File: src/rtl/gseq_pkg.sv
package gseq_pkg;

  typedef enum logic [2:0] {
    ST_IDLE,
    ST_HI_WAIT,
    ST_UPPER,
    ST_LO_WAIT,
    ST_LOWER,
    ST_PARK,
    ST_SHUT
  } seqState_t;

  typedef struct packed {
    logic timerClr;
    logic timerInc;
  } seqStrobe_t;

  localparam logic [1:0] CMD_LOW  = 2'b00;
  localparam logic [1:0] CMD_HIGH = 2'b01;

  function automatic logic cmdIsWindow(input logic [1:0] code);
    return code[1];
  endfunction

endpackage

File: src/rtl/gseq_sync.sv
module gseq_sync #(
  parameter int WIDTH  = 1,
  parameter int STAGES = 2
) (
  input  logic             clk,
  input  logic             rstN,
  input  logic [WIDTH-1:0] din,
  output logic [WIDTH-1:0] dout
);
  logic [WIDTH-1:0] pipe [STAGES];

  always_ff @(posedge clk or negedge rstN) begin
    if (!rstN) begin
      for (int i = 0; i < STAGES; i++) pipe[i] <= '0;
    end else begin
      pipe[0] <= din;
      for (int i = 1; i < STAGES; i++) pipe[i] <= pipe[i-1];
    end
  end

  assign dout = pipe[STAGES-1];
endmodule

File: src/rtl/gseq_datapath.sv
module gseq_datapath
  import gseq_pkg::*;
#(
  parameter int REFRESH_CYC = 25,
  parameter int DIODE_CYC   = 200,
  parameter int HOLDOFF_CYC = 16
) (
  input  logic       clk,
  input  logic       rstN,
  input  seqStrobe_t strobe,
  input  logic [1:0] pwmS,
  output logic       refreshDone,
  output logic       diodeDone,
  output logic       holdoffDone
);
  localparam int TMR_MAX = (REFRESH_CYC > DIODE_CYC) ? REFRESH_CYC : DIODE_CYC;
  localparam int TW      = $clog2(TMR_MAX + 1);
  localparam int HW      = (HOLDOFF_CYC > 1) ? $clog2(HOLDOFF_CYC) : 1;
  localparam logic [TW-1:0] TMR_TOP     = TW'(TMR_MAX);
  localparam logic [TW-1:0] REFRESH_END = TW'(REFRESH_CYC - 1);
  localparam logic [TW-1:0] DIODE_END   = TW'(DIODE_CYC - 1);
  localparam logic [HW-1:0] HOLD_END    = HW'(HOLDOFF_CYC - 1);

  logic [TW-1:0] timer;
  logic [HW-1:0] holdCnt;
  logic          inWindow;

  assign inWindow = cmdIsWindow(pwmS);

  // Shared per-channel interval timer, saturating
  always_ff @(posedge clk or negedge rstN) begin
    if (!rstN)                                timer <= '0;
    else if (strobe.timerClr)                 timer <= '0;
    else if (strobe.timerInc && timer != TMR_TOP) timer <= timer + 1'b1;
  end

  // Consecutive shutdown-window cycle counter, saturating at its end value
  always_ff @(posedge clk or negedge rstN) begin
    if (!rstN)                   holdCnt <= '0;
    else if (!inWindow)          holdCnt <= '0;
    else if (holdCnt != HOLD_END) holdCnt <= holdCnt + 1'b1;
  end

  assign refreshDone = (timer >= REFRESH_END);
  assign diodeDone   = (timer >= DIODE_END);
  assign holdoffDone = inWindow && (holdCnt == HOLD_END);

  generate
    if (HOLDOFF_CYC > 1) begin : g_holdChk
      assert_holdoff_run_R6: assert property (@(posedge clk) disable iff (!rstN)
        holdoffDone |-> $past(inWindow));
    end
  endgenerate
endmodule

File: src/rtl/gseq_control.sv
module gseq_control
  import gseq_pkg::*;
(
  input  logic       clk,
  input  logic       rstN,
  input  logic       supplyOk,
  input  logic [1:0] pwmS,
  input  logic       lgateLowS,
  input  logic       phaseLowS,
  input  logic       refreshDone,
  input  logic       diodeDone,
  input  logic       holdoffDone,
  output seqStrobe_t strobe,
  output logic       ugate,
  output logic       lgate
);
  seqState_t state, nxt;
  logic cmdHigh, cmdWin;

  assign cmdHigh = (pwmS == CMD_HIGH);
  assign cmdWin  = cmdIsWindow(pwmS);

  always_comb begin
    nxt = state;
    if (!supplyOk) begin
      nxt = ST_IDLE;
    end else if (holdoffDone) begin
      nxt = ST_SHUT;
    end else if (!cmdWin) begin
      unique case (state)
        ST_IDLE, ST_SHUT: nxt = cmdHigh ? ST_HI_WAIT : ST_LO_WAIT;
        ST_HI_WAIT: begin
          if (!cmdHigh)       nxt = ST_LO_WAIT;
          else if (lgateLowS) nxt = ST_UPPER;
        end
        ST_UPPER: if (!cmdHigh) nxt = ST_LO_WAIT;
        ST_LO_WAIT: begin
          if (cmdHigh)                         nxt = ST_HI_WAIT;
          else if (phaseLowS || refreshDone)   nxt = ST_LOWER;
        end
        ST_LOWER: begin
          if (cmdHigh)                        nxt = ST_HI_WAIT;
          else if (!phaseLowS && diodeDone)   nxt = ST_PARK;
        end
        ST_PARK: if (cmdHigh) nxt = ST_HI_WAIT;
        default: nxt = ST_IDLE;
      endcase
    end
  end

  always_comb begin
    strobe.timerInc = ((state == ST_LO_WAIT) && (nxt == ST_LO_WAIT)) ||
                      ((state == ST_LOWER) && (nxt == ST_LOWER) && !phaseLowS);
    strobe.timerClr = !strobe.timerInc;
  end

  always_ff @(posedge clk or negedge rstN) begin
    if (!rstN) begin
      state <= ST_IDLE;
      ugate <= 1'b0;
      lgate <= 1'b0;
    end else begin
      state <= nxt;
      ugate <= (nxt == ST_UPPER);
      lgate <= (nxt == ST_LOWER);
    end
  end

  assert_upper_after_lower_off_R1: assert property (@(posedge clk) disable iff (!rstN)
    $rose(ugate) |-> $past(lgateLowS) && !$past(lgate));
  assert_lower_after_phase_R2: assert property (@(posedge clk) disable iff (!rstN)
    $rose(lgate) |-> ($past(phaseLowS) || $past(refreshDone)) && !$past(ugate));
  assert_park_holds_R5: assert property (@(posedge clk) disable iff (!rstN)
    (state == ST_PARK) && !cmdHigh |=> !lgate && !ugate);
  assert_shutdown_low_R6: assert property (@(posedge clk) disable iff (!rstN)
    holdoffDone |=> !ugate && !lgate);
  assert_por_low_R8: assert property (@(posedge clk) disable iff (!rstN)
    !supplyOk |=> !ugate && !lgate);
  assert_no_overlap_R10: assert property (@(posedge clk) disable iff (!rstN)
    !(ugate && lgate));
endmodule

File: src/rtl/adaptive_gate_seq.sv
module adaptive_gate_seq
  import gseq_pkg::*;
#(
  parameter int NUM_CH      = 2,
  parameter int SYNC_STAGES = 2,
  parameter int REFRESH_CYC = 25,
  parameter int DIODE_CYC   = 200,
  parameter int HOLDOFF_CYC = 16
) (
  input  logic                  clk,
  input  logic                  rstN,
  input  logic [2*NUM_CH-1:0]   pwmCode,
  input  logic [NUM_CH-1:0]     lgateLow,
  input  logic [NUM_CH-1:0]     phaseLow,
  input  logic                  supplyAboveRise,
  input  logic                  supplyBelowFall,
  output logic [NUM_CH-1:0]     ugateEn,
  output logic [NUM_CH-1:0]     lgateEn
);
  localparam int CH_IN_W = 4;

  logic [1:0] supS;
  logic       supplyOk;

  gseq_sync #(.WIDTH(2), .STAGES(SYNC_STAGES)) u_supSync (
    .clk(clk), .rstN(rstN),
    .din({supplyBelowFall, supplyAboveRise}),
    .dout(supS)
  );

  // Power-on gate with hysteresis; falling flag has priority
  always_ff @(posedge clk or negedge rstN) begin
    if (!rstN)        supplyOk <= 1'b0;
    else if (supS[1]) supplyOk <= 1'b0;
    else if (supS[0]) supplyOk <= 1'b1;
  end

  assert_por_fall_cause_R9: assert property (@(posedge clk) disable iff (!rstN)
    $fell(supplyOk) |-> $past(supS[1]));
  assert_por_rise_cause_R8: assert property (@(posedge clk) disable iff (!rstN)
    $rose(supplyOk) |-> $past(supS[0]) && !$past(supS[1]));

  genvar gi;
  generate
    for (gi = 0; gi < NUM_CH; gi++) begin : g_ch
      logic [CH_IN_W-1:0] chS;
      seqStrobe_t         strobe;
      logic refreshDone, diodeDone, holdoffDone;

      gseq_sync #(.WIDTH(CH_IN_W), .STAGES(SYNC_STAGES)) u_sync (
        .clk(clk), .rstN(rstN),
        .din({phaseLow[gi], lgateLow[gi], pwmCode[2*gi +: 2]}),
        .dout(chS)
      );

      gseq_datapath #(
        .REFRESH_CYC(REFRESH_CYC), .DIODE_CYC(DIODE_CYC), .HOLDOFF_CYC(HOLDOFF_CYC)
      ) u_dp (
        .clk(clk), .rstN(rstN), .strobe(strobe), .pwmS(chS[1:0]),
        .refreshDone(refreshDone), .diodeDone(diodeDone), .holdoffDone(holdoffDone)
      );

      gseq_control u_ctl (
        .clk(clk), .rstN(rstN), .supplyOk(supplyOk), .pwmS(chS[1:0]),
        .lgateLowS(chS[2]), .phaseLowS(chS[3]),
        .refreshDone(refreshDone), .diodeDone(diodeDone), .holdoffDone(holdoffDone),
        .strobe(strobe), .ugate(ugateEn[gi]), .lgate(lgateEn[gi])
      );
    end
  endgenerate
endmodule

File: config.mk
export PLATFORM = sky130hd
export DESIGN_NAME = adaptive_gate_seq
export DESIGN_NICKNAME = d
export VERILOG_FILES = /design/src/rtl/gseq_pkg.sv /design/src/rtl/gseq_sync.sv /design/src/rtl/gseq_datapath.sv /design/src/rtl/gseq_control.sv /design/src/rtl/adaptive_gate_seq.sv
export SDC_FILE = /design/constraint.sdc
export NUM_CORES = 1
export LEC_CHECK = 0
export CAP_MARGIN = 5
export CORE_MARGIN = 10
export CORE_UTILIZATION = 64
export CTS_CLUSTER_DIAMETER = 60
export DETAILED_ROUTE_END_ITERATION = 10
export GPL_ROUTABILITY_DRIVEN = 0
export PLACE_DENSITY = 0.91
export SLEW_MARGIN = 20
export SYNTH_ARGS = -nofsm -noshare
export SYNTH_HDL_FRONTEND = slang
export SYNTH_SLANG_ARGS = --single-unit
File: constraint.sdc
create_clock -name clk -period 4.45 [get_ports clk]
set_clock_uncertainty 0.1 [all_clocks]
set_input_delay 0.89 -clock clk [delete_from_list [all_inputs] [get_ports clk]]
set_output_delay 0.89 -clock clk [all_outputs]
set_load 0.01 [all_outputs]
# Word level (Yosys, flattened, before mapping)
# Cells that the tools add are included.
[word_totals]
regBits = 55
output_inout_bits = 4
[op_classes]
addsub = 4
magnitude_cmp = 4
n_eq_ne = 30
muxes = 36
reduce_logical = 23
[ops]
columns = ["operator", "n"]
rows = [
  ["3-bit 2-to-1 mux", 22],
  ["3-bit case mux with 6 select lines", 2],
  ["8-bit 2-to-1 mux", 4],
  ["3-bit by 2-bit equality test with 1-bit output (second input constant)", 8],
  ["3-bit equality test (second input constant)", 8],
  ["8-bit by 1-bit adder with 8-bit output (second input constant)", 2],
  ["8-bit by 5-bit greater-or-equal comparator with 1-bit output (second input constant)", 2],
  ["8-bit greater-or-equal comparator (second input constant)", 2],
  ["4-bit 2-to-1 mux", 4],
  ["8-bit inequality test (second input constant)", 2],
  ["1-bit logical AND", 12],
  ["4-bit by 1-bit adder with 4-bit output (second input constant)", 2],
  ["4-bit equality test (second input constant)", 2],
  ["4-bit inequality test (second input constant)", 2],
  ["3-bit by 1-bit equality test with 1-bit output (second input constant)", 2],
  ["3-bit zero test", 2],
  ["2-bit by 1-bit equality test with 1-bit output (second input constant)", 2],
  ["1-bit logical OR", 4],
  ["2-bit 2-to-1 mux", 2],
  ["2-bit by 1-bit inequality test with 1-bit output (second input constant)", 2],
  ["2-bit inequality test (second input constant)", 2],
  ["2-bit OR reduction", 2],
  ["1-bit zero test", 2],
  ["1-bit 2-to-1 mux", 2],
  ["2-bit nonzero test", 1],
]

# Logic depth before layout (Yosys ltp)
[logic_depth]
ltp_word = 15
ltp_mapped = 8

# Cells and area by module
# A second synthesis with hierarchy kept.
[hier_totals]
cells_unflattened = 273
hier_area_um2 = 2753.9
[modules_own_cells]
columns = ["mod", "n_inst", "cells_per_inst", "area_each_um2", "seq_area_each_um2"]
rows = [
  ["gseq_datapath (g_ch[1].u_dp)", 1, 71, 653.1, 300.3],
  ["gseq_datapath (g_ch[0].u_dp)", 1, 71, 651.9, 300.3],
  ["gseq_sync (g_ch[0].u_sync ...)", 2, 12, 230.2, 200.2],
  ["gseq_control (g_ch[1].u_ctl)", 1, 52, 427.9, 125.1],
  ["gseq_control (g_ch[0].u_ctl)", 1, 47, 410.4, 125.1],
  ["gseq_sync (u_supSync)", 1, 6, 115.1, 100.1],
  ["adaptive_gate_seq", 1, 2, 35.0, 25.0],
]

# Worst setup path after synthesis
# OpenSTA, ideal clock, no wires.
[synth_path]
path_kind = "register to register"
from = "reg g_ch[1].u_dp.timer[0]"
to = "reg g_ch[1].u_ctl.ugate"
t_arrival_ns = 1.721
required_ns = 4.255
setup_slack_ns = 2.534
path_stages_with_launch = 7
path_buffers = 0
cell_sequence = "dfrtp_1 > ha_1 > a2111oi_0 > o311ai_0 > a22oi_1 > a21oi_1 > nor4b_2"
[synth_via]
elab_chain_cells = 9
elab_cells_between_ends = 13
cone_classes = "order compare (2); eq/ne (1); mux (8); reduce/logical (2)"
[synth_lines]
columns = ["item", "line", "source"]
rows = [
  ["start: declaration", "gseq_datapath.sv:24", "logic [TW-1:0] timer;"],
  ["start signal: assignment", "gseq_datapath.sv:34", "else if (strobe.timerInc && timer != TMR_TOP) timer <= timer + 1'b1;"],
  ["8-bit greater-or-equal comparator / 8-bit by 5-bit greater-or-equal comparator with 1-bit output (equally long branches)", "gseq_datapath.sv:45, gseq_datapath.sv:44", ""],
  ["1-bit logical AND / 1-bit logical OR (equally long branches)", "gseq_control.sv:43, gseq_control.sv:39", ""],
  ["3-bit 2-to-1 mux, on equally long branches", "gseq_control.sv:43, gseq_control.sv:39", ""],
  ["3-bit 2-to-1 mux, on equally long branches", "gseq_control.sv:42, gseq_control.sv:38", ""],
  ["3-bit case mux with 6 select lines (*)", "gseq_control.sv:30", "unique case (state)"],
  ["3-bit 2-to-1 mux (*)", "gseq_control.sv:29", "end else if (!cmdWin) begin"],
  ["3-bit 2-to-1 mux (*)", "gseq_control.sv:27", "end else if (holdoffDone) begin"],
  ["3-bit 2-to-1 mux (*)", "gseq_control.sv:25", "if (!supplyOk) begin"],
  ["net g_ch[1].u_ctl.nxt[0]", "gseq_control.sv:17", "seqState_t state, nxt;"],
  ["3-bit by 2-bit equality test with 1-bit output (*)", "gseq_control.sv:64", "ugate <= (nxt == ST_UPPER);"],
  ["end signal: assignment", "gseq_control.sv:64", ""],
  ["end: declaration", "gseq_control.sv:14", "output logic ugate,"],
]
# Mark *: on every way through the listed nets, which the timed path passes. The rest lies on a longest branch.
# A chain may end at the register's enable or synchronous reset.

# Final worst setup path
# Ends and elaborated chain as after synthesis.

==> results.cfg <==
[drt]
vias = 2055
wl_per_cell_um = 16.33
viasPerCell = 6.362
remaining_drc_errors = 0
ant_nets = 0
first_pass_iters = 5
totalWireLength_mm = 5.274
drt_iter0_drc = 134

[clocking]
cts_hold_buf = 0
cts_tree = yes
cts_sinks = 55
h-tree-depth = 2
cts_buffers = 5
cts_setup_buffers = 0
clk_pin_slew_ns = 0.09
root_buffer = clkbuf_8
clk_path_buf_depth = 2
clock_latency_ns = 0.30
cts_resized = 0

[grt]
grt_max_degree = 30
antenna_found_initial = 0
grt_pass1_vias = 2057
globalRouteTotalUtil_pct = 14.93
grt_overflow_total = 0
grt_pass1_wl_mm = 9.287

[critical_path]
cp-start-kind = register
crit_path_max_incr_delay_ns = 0.44
reg2reg_depth = 6
crit_chain = ha_1, a2111oi_0, o311ai_0, a22oi_1, a21oi_1, nor4b_2
cp_data_arrival_time_ns = 2.39
critPathCaptureType = register
critPathKind = register to register
cpMaxStageDelayCell = dfrtp_1
worstPathMaxFanout = 4
required_ns = 4.56

[sta]
worstMarginPinSlew_ns = 0.7164
fin_hold_ws_ns = 0.2530
rsz0062_at_grt = false
final-setup-viol-count = 0
slew_headroom_pct = 51.87
hold_violations = 0
fmax_ghz = 0.4383
fin_tns_setup_ns = 0
finalCriticalPeriod_ns = 2.281
finalMaxSlewViolations = 0
period_share_pct = 51.27

[yosys]
synth_cells = 261
synth-edff-count = 0
yosysMostFrequentCell = dfrtp_1
netlist_area_um2 = 2806
synth.top_cell.area_share_pct = 49.04
ys_types = 62
postSynthAreaPerCell_um2 = 10.75
synthTopCellsByArea = dfrtp_1 (49%), nand4_1 (3.6%), xor2_1 (2.8%)
seq_area_frac_synth_pct = 49.04
yosys_register_bits = 55
yosys.area.top_type = dfrtp_1
ys.warnings.count = 0
ys.flop_type = dfrtp_1
synth.net_count = 279
async_reset_ff_share_pct = 100.0
synth_commonest_cells = dfrtp_1 (55), nor2_1 (17), nand4_1 (16)

[cells_and_area]
area_growth_pct = 7.267
num-fill-cells = 312
nets = 288
antenna_cells = 0
drive_gt1_share_pct = 10.33
final_util_pct = 70.10

[floorplan]
die_h_um = 86.22
initial_utilization_pct = 65.36
die_area_um2 = 7434
io_pins = 16
core_area_um2 = 4294
die_w_um = 86.22
core.rowCount = 24

[status]
status = finished, final reports clean

[power_and_ir_drop]
power_density_nw_per_um2 = 289.2
ir_drop_mv = 0.2745
power_leakage_uw = 0.001259

[worst_hold_path]
min_path_type = register to register
holdPathStages = 0

[place]
port_buffers = 15
dp_hpwl_mm = 3.769

[flow_run]
cap_viol_max_count = 0
[registers in the layout (all words and copies together), names as in the netlist]
register / count
g_ch.u_dp.holdCnt: 8
u_supSync.dout: 2
g_ch.u_sync.pipe: 8
g_ch.u_sync.dout: 8
g_ch.u_dp.timer: 16
g_ch.u_ctl.ugate: 2
g_ch.u_ctl.state: 6
u_supSync.pipe: 2
g_ch.u_ctl.lgate: 2
supplyOk: 1
[report_power, final]
part / internal (uW) / switching (uW)
logic: 33.0 / 40.0
clock network: 111 / 148
registers: 517 / 22.1
total: 660 / 210
[layout make-up]
class / count / area (um2) / area share [%]
sequential: 55 / 1376 / 45.72
multi-input combinational: 178 / 1282 / 42.60
clock inverter: 1 / 5.005 / 0.1663
clock buffer: 7 / 76.32 / 2.535
timing repair buffer: 16 / 152.6 / 5.071
tap: 52 / 65.06 / 2.161
inverter: 14 / 52.55 / 1.746
[final timing paths]
path,slack (ns),startpoint,endpoint
worst max-delay path,2.17,g_ch[1].u_dp.timer[0],g_ch[1].u_ctl.ugate
worst min-delay path,0.25,g_ch[1].u_sync.pipe[7],g_ch[1].u_sync.dout[3]
worst max register to register,2.17,g_ch[1].u_dp.timer[0],g_ch[1].u_ctl.ugate
worst min register to register,0.25,g_ch[1].u_sync.pipe[7],g_ch[1].u_sync.dout[3]
max in group asynchronous,2.99,rstN,g_ch[1].u_dp.holdCnt[2]
min in group asynchronous,0.47,rstN,g_ch[1].u_dp.timer[5]
[placed cells by master (no fill, tap or decap), drive strengths merged, types with 3 or more instances in the layout]
cell	instances
nand4	16
o21ai	15
clkbuf	7
nor2b	3
ha	6
nand2	14
nor3	5
xor2	9
nand3	10
inv	14
a31oi	6
o211ai	3
nor2	17
a211oi	5
clkdlybuf4s50	14
dfrtp	55
and3	6
a21oi	10
xnor2	7
mux2i	3
nor3b	3
nand2b	3
[metrics by stage]
stage | worst slack [ns] | std cells | area (um2) | power [uW]
after floorplan | 2.534 | 261 | 2806 | 592.9
after global placement | 2.435 | 315 | 2929 | 617.8
after detailed placement | 2.255 | 315 | 2929 | 621.4
after CTS | 2.215 | 323 | 3010 | 880.9
after global routing | 2.058 | 323 | 3010 | 911.1
final | 2.169 | 323 | 3010 | 870.5
[worst max-delay path, delay by kind of cell (launching register included)]
kind | cells | cell delay [ns]
adders and majority gates | 1 | 0.27
and+or+nand+nor | 1 | 0.26
DFF | 1 | 0.44
AOI/OAI and AO/OA | 4 | 1.12
[logic make-up after synthesis]
kind of cell               count (synthesis)  synth area share [%]
and+or+nand+nor                           90                 18.68
AOI/OAI and AO/OA                         61                 17.34
DFF                                       55                 49.04
buffers and inverters                     28                 5.261
xor gates and xnor gates                  16                 4.994
adders and majority gates                  6                 2.675
muxes                                      5                 2.006
[per-layer routing]
metal	up-vias	global-route usage [%]	routed length [um]
met5	-	0	0
met4	0	5.891	75
met3	8	3.752	274
met2	52	23.94	2506
met1	1022	18.93	2417
li1	973	-	-
No activity file was read; power rests on OpenSTA's default activity.
